### src/rtl/idle_hs_pkg.sv
package idle_hs_pkg;

  typedef enum logic [2:0] {
    ST_ACTIVE  = 3'd0,
    ST_WAIT    = 3'd1,
    ST_IDLE    = 3'd2,
    ST_RLOCK   = 3'd3,
    ST_RCFG    = 3'd4,
    ST_RIDLE   = 3'd5,
    ST_STANDBY = 3'd6
  } linkSt_e;

  localparam logic [1:0] RX_ACCEPT = 2'd1;
  localparam logic [1:0] RX_REJECT = 2'd2;

  localparam logic [2:0] TX_NONE     = 3'd0;
  localparam logic [2:0] TX_AUTO_REQ = 3'd1;
  localparam logic [2:0] TX_PM_REQ   = 3'd2;
  localparam logic [2:0] TX_EIOS     = 3'd3;
  localparam logic [2:0] TX_TS1      = 3'd4;

  // strobes from control to datapath, one cycle wide
  typedef struct packed {
    logic sendAuto;
    logic sendPm;
    logic sendEios;
    logic sendTs1;
    logic timerClr;
    logic timerRun;
    logic raiseErr;
  } hsStrobe_t;

endpackage

### src/rtl/idle_hs_ctrl.sv
module idle_hs_ctrl
  import idle_hs_pkg::*;
(
  input  logic       clk,
  input  logic       rst_n,
  input  logic       inactiveReq,
  input  logic       pwrDownReq,
  input  logic       standbyEn,
  input  logic       rxValid,
  input  logic [1:0] rxCode,
  input  logic       wakeLocal,
  input  logic       wakeRemote,
  input  logic       recStep,
  input  logic       timerExpire,
  output hsStrobe_t  stb,
  output linkSt_e    stateQ
);

  linkSt_e stateD;
  logic    pendPmQ;
  logic    gotAccept;
  logic    gotReject;

  assign gotAccept = rxValid && (rxCode == RX_ACCEPT);
  assign gotReject = rxValid && (rxCode == RX_REJECT);

  always_comb begin
    stb    = '0;
    stateD = stateQ;
    case (stateQ)
      ST_ACTIVE: begin
        if (pwrDownReq) begin
          stb.sendPm   = 1'b1;
          stb.timerClr = 1'b1;
          stateD       = ST_WAIT;
        end else if (inactiveReq) begin
          stb.sendAuto = 1'b1;
          stb.timerClr = 1'b1;
          stateD       = ST_WAIT;
        end
      end
      ST_WAIT: begin
        stb.timerRun = 1'b1;
        if (gotAccept) begin
          stb.sendEios = 1'b1;
          stateD       = ST_IDLE;
        end else if (gotReject && !pendPmQ) begin
          stateD = standbyEn ? ST_STANDBY : ST_ACTIVE;
        end else if (timerExpire) begin
          stb.raiseErr = 1'b1;
          stateD       = ST_ACTIVE;
        end
      end
      ST_IDLE: begin
        if (wakeLocal || wakeRemote) begin
          stb.sendTs1 = 1'b1;
          stateD      = ST_RLOCK;
        end
      end
      ST_RLOCK:   if (recStep) stateD = ST_RCFG;
      ST_RCFG:    if (recStep) stateD = ST_RIDLE;
      ST_RIDLE:   if (recStep) stateD = ST_ACTIVE;
      ST_STANDBY: if (wakeLocal) stateD = ST_ACTIVE;
      default:    stateD = ST_ACTIVE;
    endcase
  end

  always_ff @(posedge clk or negedge rst_n) begin
    if (!rst_n) begin
      stateQ  <= ST_ACTIVE;
      pendPmQ <= 1'b0;
    end else begin
      stateQ <= stateD;
      if (stb.sendPm || stb.sendAuto) pendPmQ <= stb.sendPm;
    end
  end

  AST_PM_REJECT_IGNORED: assert property (@(posedge clk) disable iff (!rst_n)
    (stateQ == ST_WAIT && pendPmQ && gotReject && !timerExpire) |=> (stateQ == ST_WAIT));

  AST_TIMEOUT_RETURNS: assert property (@(posedge clk) disable iff (!rst_n)
    (stateQ == ST_WAIT && timerExpire && !rxValid) |=> (stateQ == ST_ACTIVE));

  AST_RECOVERY_ORDER: assert property (@(posedge clk) disable iff (!rst_n)
    (stateQ == ST_RCFG) |-> ($past(stateQ) == ST_RLOCK || $past(stateQ) == ST_RCFG));

  AST_STANDBY_NOT_IDLE: assert property (@(posedge clk) disable iff (!rst_n)
    (stateQ == ST_STANDBY) |=> (stateQ == ST_STANDBY || stateQ == ST_ACTIVE));

endmodule

### src/rtl/idle_hs_datapath.sv
module idle_hs_datapath
  import idle_hs_pkg::*;
#(
  parameter int TIMEOUT_CYC = 16
) (
  input  logic       clk,
  input  logic       rst_n,
  input  hsStrobe_t  stb,
  output logic       timerExpire,
  output logic       txValid,
  output logic [2:0] txCode,
  output logic       timeoutErr
);

  localparam int TW = (TIMEOUT_CYC > 2) ? $clog2(TIMEOUT_CYC) : 1;
  localparam logic [TW-1:0] LAST = TW'(TIMEOUT_CYC - 1);

  logic [TW-1:0] timerQ;
  logic [2:0]    codeD;

  always_comb begin
    codeD = TX_NONE;
    if (stb.sendPm)        codeD = TX_PM_REQ;
    else if (stb.sendAuto) codeD = TX_AUTO_REQ;
    else if (stb.sendEios) codeD = TX_EIOS;
    else if (stb.sendTs1)  codeD = TX_TS1;
  end

  assign timerExpire = (timerQ == LAST);

  always_ff @(posedge clk or negedge rst_n) begin
    if (!rst_n) begin
      timerQ     <= '0;
      txValid    <= 1'b0;
      txCode     <= TX_NONE;
      timeoutErr <= 1'b0;
    end else begin
      if (stb.timerClr)      timerQ <= '0;
      else if (stb.timerRun) timerQ <= timerQ + 1'b1;
      txValid <= (codeD != TX_NONE);
      txCode  <= codeD;
      if (stb.sendPm || stb.sendAuto) timeoutErr <= 1'b0;
      else if (stb.raiseErr)          timeoutErr <= 1'b1;
    end
  end

  AST_TX_HAS_CODE: assert property (@(posedge clk) disable iff (!rst_n)
    txValid |-> (txCode != TX_NONE));

  AST_ERR_CLEARS_ON_REQ: assert property (@(posedge clk) disable iff (!rst_n)
    (txValid && (txCode == TX_AUTO_REQ || txCode == TX_PM_REQ)) |-> !timeoutErr);

endmodule

### src/rtl/idle_hs_top.sv
module idle_hs_top
  import idle_hs_pkg::*;
#(
  parameter int TIMEOUT_CYC = 16
) (
  input  logic       clk,
  input  logic       rst_n,
  input  logic       inactiveReq,
  input  logic       pwrDownReq,
  input  logic       standbyEn,
  input  logic       rxValid,
  input  logic [1:0] rxCode,
  input  logic       wakeLocal,
  input  logic       wakeRemote,
  input  logic       recStep,
  output logic       txValid,
  output logic [2:0] txCode,
  output logic [2:0] linkState,
  output logic       replyTimeoutErr
);

  hsStrobe_t stb;
  linkSt_e   stateQ;
  logic      timerExpire;

  idle_hs_ctrl u_ctrl (
    .clk(clk), .rst_n(rst_n),
    .inactiveReq(inactiveReq), .pwrDownReq(pwrDownReq), .standbyEn(standbyEn),
    .rxValid(rxValid), .rxCode(rxCode),
    .wakeLocal(wakeLocal), .wakeRemote(wakeRemote), .recStep(recStep),
    .timerExpire(timerExpire), .stb(stb), .stateQ(stateQ)
  );

  idle_hs_datapath #(.TIMEOUT_CYC(TIMEOUT_CYC)) u_dp (
    .clk(clk), .rst_n(rst_n), .stb(stb), .timerExpire(timerExpire),
    .txValid(txValid), .txCode(txCode), .timeoutErr(replyTimeoutErr)
  );

  assign linkState = stateQ;

  AST_ACCEPT_SENDS_EIOS: assert property (@(posedge clk) disable iff (!rst_n)
    (linkState == 3'd1 && rxValid && rxCode == 2'd1) |=> (txValid && txCode == 3'd3 && linkState == 3'd2));

  AST_WAKE_SENDS_TS1: assert property (@(posedge clk) disable iff (!rst_n)
    (linkState == 3'd2 && (wakeLocal || wakeRemote)) |=> (txValid && txCode == 3'd4 && linkState == 3'd3));

  AST_SILENT_RETURN_FLAGS: assert property (@(posedge clk) disable iff (!rst_n)
    ($past(linkState) == 3'd1 && linkState == 3'd0 && !$past(rxValid)) |-> replyTimeoutErr);

  AST_REQ_IGNORED_WAITING: assert property (@(posedge clk) disable iff (!rst_n)
    (linkState == 3'd1 && !rxValid) |=> !txValid);

endmodule

### config.mk
export PLATFORM = sky130hd
export DESIGN_NAME = idle_hs_top
export DESIGN_NICKNAME = d
export VERILOG_FILES = /design/src/rtl/idle_hs_pkg.sv /design/src/rtl/idle_hs_ctrl.sv /design/src/rtl/idle_hs_datapath.sv /design/src/rtl/idle_hs_top.sv
export SDC_FILE = /design/constraint.sdc
export NUM_CORES = 1
export LEC_CHECK = 0
export ABC_CLOCK_PERIOD_IN_PS = 2200
export BUFFER_PORTS_ARGS = -buffer_cell sky130_fd_sc_hd__buf_2
export CAP_MARGIN = 40
export CORE_AREA = 2 2 47 49
export DETAILED_ROUTE_END_ITERATION = 10
export DIE_AREA = 0 0 49 51
export GPL_ROUTABILITY_DRIVEN = 0
export HOLD_SLACK_MARGIN = 0.08
export PLACE_DENSITY = 0.66
export REMOVE_ABC_BUFFERS = 1
export SYNTH_ARGS = -nofsm -noshare
export SYNTH_HDL_FRONTEND = slang
export SYNTH_HIERARCHICAL = 1
export SYNTH_SLANG_ARGS = --single-unit
### constraint.sdc
create_clock -name clk -period 2.2 [get_ports clk]
set_input_delay 0.11 -clock clk [delete_from_list [all_inputs] [get_ports clk]]
set_output_delay 0.11 -clock clk [all_outputs]
set_load 0.01 [all_outputs]
# After elaboration in Yosys (flattened, before gate mapping)
# Cells that the tools add are included.
[totals]
out_inout_bits = 8
latch_bits = 0
romBits = 0
ram_bits = 0
memories = 0
in_bits = 11
ff_bits = 13
elab_cells = 68
[op_classes]
shift = 0
mux = 34
magnitude_cmp = 0
reduce_logical = 11
n_eq_ne = 16
n_bitwise = 0
add_sub_neg = 1
div_mod_pow = 0
multipliers = 0
[op_table]
columns = ["operator", "n"]
rows = [
  ["$mux 3", 15],
  ["$pmux 3 s7", 1],
  ["$mux 1", 14],
  ["$eq 3x3->1 const B", 3],
  ["$mux 4", 2],
  ["$ne 2x2->1 const B", 4],
  ["$reduce_and 7->1", 1],
  ["$eq 3x2->1 const B", 2],
  ["$add 4x1->4 const B", 1],
  ["$eq 4x4->1 const B", 1],
  ["$mux 2", 2],
  ["$ne 4x2->1 const B", 1],
  ["$reduce_bool 2->1", 2],
  ["$eq 3x1->1 const B", 1],
  ["$logic_and 1x1->1", 3],
  ["$logic_not 3->1", 1],
  ["$ne 3x3->1 const B", 1],
  ["$reduce_bool 3->1", 1],
  ["$eq 2x1->1 const B", 1],
  ["$eq 2x2->1 const B", 1],
  ["$logic_or 1x1->1", 2],
  ["$ne 2x1->1 const B", 1],
  ["$logic_not 1->1", 1],
]

# Longest topological paths before layout
# Gate-level depths: netlist (run 1).
[depth]
ltp_word = 8
mapped_depth = 6
ltp_nobuf = 6

# Hierarchy
# The synthesis (run 1) kept the hierarchy.
[by_module_without_submodules]
columns = ["module", "n_inst", "cells_per_inst", "area_each_um2", "seq_area_each_um2"]
rows = [
  ["idle_hs_ctrl", 1, 47, 397.9, 100.1],
  ["idle_hs_datapath", 1, 30, 367.9, 225.2],
]

# Worst setup path after synthesis (run 1)
# No wires, ideal clock.
[synth_path]
path_type = "flip-flop to flip-flop"
from = "register u_ctrl.stateQ[2]"
to = "register u_ctrl.stateQ[0]"
setup_ns = 0.125
path_buffers = 1
required_ns = 2.075
period_less_slack_ns = 1.662
setup_slack_ns = 0.538
path_stages_with_launch = 6
t_arrival_ns = 1.537
path_cell_list = "dfrtp_1 buf_4 nor3b_4 nand3_2 o221ai_2 mux2_4"
[synth_via]
elab_chain_cells = 3
word_cells_on_any_way = 16
cone_classes = "eq/ne: 13; mux: 1; reduce/logical: 2"
[synth_rtl]
columns = ["item", "line", "rtl"]
rows = [
  ["start, declared", "idle_hs_ctrl.sv:16", "output linkSt_e stateQ"],
  ["start signal, assigned", "idle_hs_ctrl.sv:73", "stateQ <= stateD;"],
  ["$eq 3x1->1 (tied with other cells)", "idle_hs_ctrl.sv:30", "case (stateQ)"],
  ["$ne 4x2->1 (no source line) (tied with other cells)", "--", ""],
  ["$reduce_and 7->1 (no source line)", "--", ""],
]
# Parallel ways exist; a longest one is shown, timed or not.
# A chain may end at the register's enable or synchronous reset.

# Final worst setup path (run 1)
[layout_path]
from = "register u_ctrl.stateQ[1]"
to = "register u_ctrl.stateQ[0]"
# The elaborated chain is that of the path after synthesis.

==> key figures, run 1 <==
Outcome
  – Run status: completed

Cells and area
  – Post-route core utilization: 0.441
  – Nets: 111
  – Area grow syn2layout: 19.0%
  – # fillers: 215
  – Final Cell Area: 911 sq um
  – Share of layout cells above drive strength 1: 0.306
  – Antenna Cells: 0

Synth
  – Synth Instances: 77
  – Area leader, netlist: dfrtp_1
  – Synth warnings: 6
  – Post-Syn Area: 766 sq um
  – Synth Area per Inst: 9.94 sq um
  – Register area share after synthesis: 0.425
  – Unique masters post-synth: 37
  – Largest cells by area after synthesis: dfrtp_1 (42%), nor2_1 (5.9%), mux2_4 (3.9%)
  – Share of the synthesized area in the top cell type: 0.425
  – #FFs+latches synth: 13

Clock network
  – H-tree depth: 1
  – Setup repair bufs after CTS: 0
  – Clock latency at the later pin of the worst-skew pair: 270 ps
  – Clk slew on worst S/H paths: 80 ps
  – Root Buffer Master: clkbuf_4
  – CTS resizes: 0
  – Max clock buf depth: 2
  – CTS tree: yes
  – Clock Sinks: 13
  – CTS Hold Buffers Added: 1
  – Num CTS Buffers: 3

Worst setup path
  – Crit path max-delay cell type: dfrtp_1
  – FF-to-FF End: u_ctrl/stateQ[0]
  – Cells along the critical path: nor3b_4 -> nand3_2 -> o221ai_2 -> mux2_4
  – CP Max Fanout: 12
  – Critical path's largest stage delay: 520 ps
  – Worst Setup EP: u_ctrl/stateQ[0]
  – WP data required: 2360 ps
  – Crit Path Class: register to register
  – Worst R2R Path Depth: 4
  – Crit path launch type: register
  – Worst r2r src: u_ctrl/stateQ[1]
  – Critical Path End Type: register
  – CP startpoint: u_ctrl/stateQ[1]
  – R2R setup slack: 410 ps
  – Crit path DAT: 1960 ps

Timing
  – Fmax: 557 MHz
  – Clock skew: 7.88 ps
  – RSZ-0062 raised after global routing: no
  – Final TNS setup: 0 ps
  – Hold WS: 168 ps
  – Tmin final: 1790 ps
  – Final Hold Viols: 0
  – Worst Max-Slew Pin Slew: 388 ps
  – Final Setup Violations: 0
  – Fin crit share: 0.816
  – Slew Limit Fails: 0
  – Max-slew headroom: 0.741

Drt
  – DR iter-0 viols: 16
  – DR vias: 633
  – Drt total wl: 1.47 mm
  – Antenna-violating nets left: 0
  – Post-DR vias/cell: 5.02
  – Drt drc: 0
  – DRT Pass-1 Iters: 4
  – Per-cell routed wire length: 11.6 um

Pwr
  – PwrDens: 1180 mW/mm^2
  – VDD IR max: 0.000799 V
  – Leak: 0.442 nW

Run
  – MaxCap Viol Count: 0

Floorplanning
  – Cell row count: 17
  – Initial Utilization: 0.371
  – Ports: 19
  – Die Ht: 51 um
  – Die X-Extent: 49 um
  – Die ar.: 0.00250 sq mm
  – Area of the core: 0.00206 sq mm

Place
  – Buffers on Ports: 18
  – Area post-placement: 875 sq um
  – Detail Placement HPWL: 1.13 mm

Global route
  – Remaining global-route overflow: 0
  – GRT Total Usage: 0.137
  – First-pass GRT wire length: 2.56 mm
  – Vias in the first global route: 602
  – Initial antenna violation count: 0
  – Largest net degree at the start of global routing: 14

Hold path
  – HP Class: input port to register
-- logic make-up after synthesis --
logic type	synth area share
AO/OA/AOI/OAI	0.142
XOR/XNOR	0.0114
adder cells (fa/ha/maj)	0.0163
buffers and inverters	0.0506
flip-flops	0.425
multiplexers	0.0523
AND/OR/NAND/NOR	0.302
-- flip-flops by register name, summed over array words and instances (netlist names) --
register and count:
u_ctrl/pendPmQ 1, u_ctrl/stateQ 3, u_dp/timeoutErr 1, u_dp/timerQ 4, u_dp/txCode 3, u_dp/txValid 1
-- how the worst min path moves through the flow --
stage	cells after the start	slack (ps)	startpoint	end
2_1_floorplan	0	-190	rst_n	u_ctrl/pendPmQ
3_3_place_gp	1	10	rst_n	u_dp/txCode[0]
3_5_place_dp	1	20	rst_n	u_dp/txValid
4_1_cts	3	160	inactiveReq	u_ctrl/pendPmQ
5_1_grt	3	170	inactiveReq	u_ctrl/pendPmQ
6_report	3	170	inactiveReq	u_ctrl/pendPmQ
-- Yosys cell counts, drive strengths merged --
cell and number:
buf 3, a21o 2, nor2b 3, nor4b 1, inv 4, or4 1, o21ai 2, and3 2
nand3 2, nand4 1, ha 1, a21oi 3, nand3b 2, a21bo 1, nand4bb 1, o31a 1
o2bb2ai 1, dfrtp 13, nand2 3, mux2i 1, xnor2 1, nor4bb 1, a211oi 1, o221ai 1
nor2 12, o31ai 1, a31oi 1, nor3 4, nand2b 2, and2 1, nor3b 2, mux2 2
-- area by class of cell --
class,count,area [sq um],area share
Inverter,4,15.0,0.0165
Clock buffer,4,26.3,0.0288
Tap cell,28,35.0,0.0385
Multi-Input combinational cell,57,402,0.441
Sequential cell,13,325,0.357
Timing Repair Buffer,20,108,0.118
-- per-layer routing --
metal | wire, um | up-vias | track usage
met5 | 0 | - | 0
met4 | 9 | 0 | 0.0857
met3 | 77 | 2 | 0.0292
met2 | 662 | 18 | 0.217
met1 | 716 | 296 | 0.173
li1 | - | 317 | -
-- cells in the final DEF (no fill, tap or decap), types with 2 or more instances in the layout --
cell	Yosys	layout
nor2b_1	3	3
and3_1	2	2
buf_2	1	18
nand3b_1	2	2
inv_1	4	4
a21o_1	2	2
o21ai_0	2	2
a21oi_1	3	3
nand2b_1	2	2
clkbuf_4	0	3
nor2_1	12	12
nand2_1	3	3
nor3_1	3	3
mux2_4	2	2
dfrtp_1	13	13
-- through the flow --
step / total power, W / std cells / setup slack (ps)
finish: 0.00108 / 126 / 406
global route: 0.00118 / 126 / 314
detailed placement: 0.000937 / 121 / 440
global placement: 0.000918 / 121 / 512
CTS: 0.00108 / 126 / 427
floorplan: 0.000781 / 74 / 499
-- critical path, delay by kind of cell, from the launching register on --
family,cells,cell delay (ps)
AOI/OAI and AO/OA,1,290
DFF,1,520
muxes,1,330
and+or+nand+nor,2,550
-- power breakdown --
part	switching, W	internal, W	total, W	leakage (nW)
logic	0.000273	0.000260	0.000533	0.257
clock network	0.0000723	0.0000701	0.000142	0.0150
registers	0.0000812	0.000321	0.000402	0.170
total	0.000426	0.000651	0.00108	0.442
Note: power is estimated with default switching activity, not from simulation.
==> run 2: changes to the inputs <==
- ABC_CLOCK_PERIOD_IN_PS: 2200 -> 1800
- clock period: 2.2 -> 1.8 ns (I/O delays scaled with it)
==> key figures, run 2 (same netlist as run 1, synthesis figures left out) <==
Outcome
  – Run status: completed

Timing
  – Final TNS setup: 0 ps (unchanged)
  – Final Setup Violations: 0 (unchanged)
  – Slew Limit Fails: 0 (unchanged)
  – Worst Max-Slew Pin Slew: 351 ps (-37.1 ps)
  – Clock skew: 4.69 ps (-3.20 ps)
  – Fin crit share: 0.928 (+0.112)
  – Max-slew headroom: 0.766 (+0.0247)
  – Final setup margin: 130 ps (-275 ps)
  – Fmax: 599 MHz (+7.5%)
  – Tmin final: 1670 ps (-125 ps)
  – Final Hold Viols: 0 (unchanged)
  – RSZ-0062 raised after global routing: no

Run
  – MaxCap Viol Count: 0 (unchanged)

Cells and area
  – Most common cell after layout, fill and taps aside: buf_2
  – Share of layout cells above drive strength 1: 0.327 (+0.0206)
  – Biggest registers after layout: u_dp/timerQ x4, u_ctrl/stateQ x3, u_dp/txCode x3
  – Commonest non-fill, non-tap cells in the layout: buf_2 (18), dfrtp_1 (13), nor2_1 (12)
  – Biggest register: u_dp/timerQ
  – Antenna Cells: 0 (unchanged)
  – # fillers: 218 (+1.4%)
  – Nets: 114 (+2.7%)
  – Max reg flops: 4 (unchanged)
  – Final Cell Area: 933 sq um (+2.5%)
  – Area grow syn2layout: 21.9%

Worst setup path
  – WP data required: 1940 ps (-420 ps)
  – Worst R2R Path Depth: 4 (unchanged)
  – R2R setup slack: 130 ps (-280 ps)
  – Worst r2r src: u_ctrl/stateQ[2]
  – Crit Path Class: register to register
  – Crit path DAT: 1810 ps (-150 ps)
  – Crit path launch type: register
  – FF-to-FF End: u_dp/txValid
  – Critical Path End Type: register
  – CP Max Fanout: 10 (-2)
  – CP startpoint: u_ctrl/stateQ[2]

Global route
  – GRT Total Usage: 0.143 (+0.00573)
  – First-pass GRT wire length: 2.73 mm (+6.8%)
  – Initial antenna violation count: 0 (unchanged)
  – M3 GR Usage: 0.0380 (+0.00877)
  – Largest net degree at the start of global routing: 14 (unchanged)
  – M1 GR Usage: 0.167 (-0.00557)
  – Global routing usage on met2: 0.247 (+0.0297)
  – GRT busiest layer: met2
  – Remaining global-route overflow: 0 (unchanged)
  – Vias in the first global route: 639 (+6.1%)

Hold path
  – Hold endpoint: u_ctrl/pendPmQ
  – Hold Startpoint: inactiveReq
  – Hold depth: 3 (unchanged)
  – HP Class: input port to register

Clock network
  – Max clock buf depth: 2 (unchanged)
  – Clock Sinks: 13 (unchanged)
  – CTS tree: yes
  – Num CTS Buffers: 3 (unchanged)
  – Root Buffer Master: clkbuf_4
  – H-tree depth: 1 (unchanged)
  – Clock latency at the later pin of the worst-skew pair: 270 ps (about the same)
  – CTS resizes: 0 (unchanged)
  – Clk slew on worst S/H paths: 80 ps (about the same)

Pwr
  – Leak: 0.458 nW (+3.5%)
  – VDD IR max: 0.000711 V (-11%)
  – PwrDens: 1470 mW/mm^2 (+25%)

Place
  – Detail Placement HPWL: 1.25 mm (+10%)
  – Area post-placement: 897 sq um (+2.6%)
  – Buffers on Ports: 18 (unchanged)
  – Post-Place Setup Slack: 145 ps (-295 ps)

Drt
  – Post-DR vias/cell: 5.09 (+1.4%)
  – Per-cell routed wire length: 12.3 um (+5.7%)
  – DR iter-0 viols: 5 (-11)
  – Antenna-violating nets left: 0 (unchanged)
  – DR vias: 657 (+3.8%)
  – Drt total wl: 1.59 mm (+8.3%)
  – DRT Pass-1 Iters: 4 (unchanged)
  – Drt drc: 0 (unchanged)

Floorplanning
  – Initial Utilization: 0.371 (unchanged)
  – Die Ht: 51 um (unchanged)
  – Area of the core: 0.00206 sq mm (unchanged)
  – Ports: 19 (unchanged)
  – Cell row count: 17 (unchanged)
  – Die X-Extent: 49 um (unchanged)
  – Die ar.: 0.00250 sq mm (unchanged)
## run 2: cell types whose count changed in the layout (fill, tap and decap cells not counted)
cell	change
buf_4	+3
## run 2: worst max-delay path by stage
stage	endpoint	slack (ps)	depth (start not counted)
floorplan	u_ctrl/stateQ[0]	100	4
global placement	u_dp/txValid	220	4
detailed placement	u_dp/txValid	140	4
CTS	u_dp/txValid	120	4
global route	u_dp/txCode[1]	40	5
finish	u_dp/txValid	130	4
## run 2: worst max-delay path, stage by stage (launching register included)
cell and delay, ps:
dfrtp_1 560, nor3b_4 90, buf_4 170, and3_1 200, or4_1 520
## run 2: layout make-up
| type | count | area [sq um] | share of cell area |
|---|---|---|---|
| inverter | 4 | 15.0 | 0.0161 |
| multi-input combinational | 57 | 402 | 0.430 |
| timing repair buffer | 23 | 130 | 0.139 |
| clock buffer | 4 | 26.3 | 0.0282 |
| tap | 28 | 35.0 | 0.0375 |
| sequential | 13 | 325 | 0.349 |
## run 2: timing repair
item / CTS / global route
hold endpoints to repair: 13 / 0
hold buffers: 1 / 0
setup buffers: 0 / 0
## run 2: per-stage QoR
stage          std cells  hold WS [ps]  total power (W)  utilization
2_1_floorplan         74          -206         0.000955            -
3_3_place_gp         124         -9.11          0.00117        0.435
3_5_place_dp         124         -1.06          0.00120        0.435
5_1_grt              129           159          0.00150        0.452
6_report             129           148          0.00138        0.452
4_1_cts              129           138          0.00139        0.452
## run 2: where the power goes
group          switching, W  internal [W]  leakage [nW]
clock             0.0000930     0.0000857        0.0150
combinational      0.000361      0.000358         0.273
sequential        0.0000859      0.000392         0.170
total              0.000540      0.000836         0.458
## run 2: metal layers
metal  vias to the layer above  share of wire
met1                       310           0.45
met4                         0          0.017
met3                         4          0.056
met5                         -              0
li1                        322              -
met2                        21           0.47
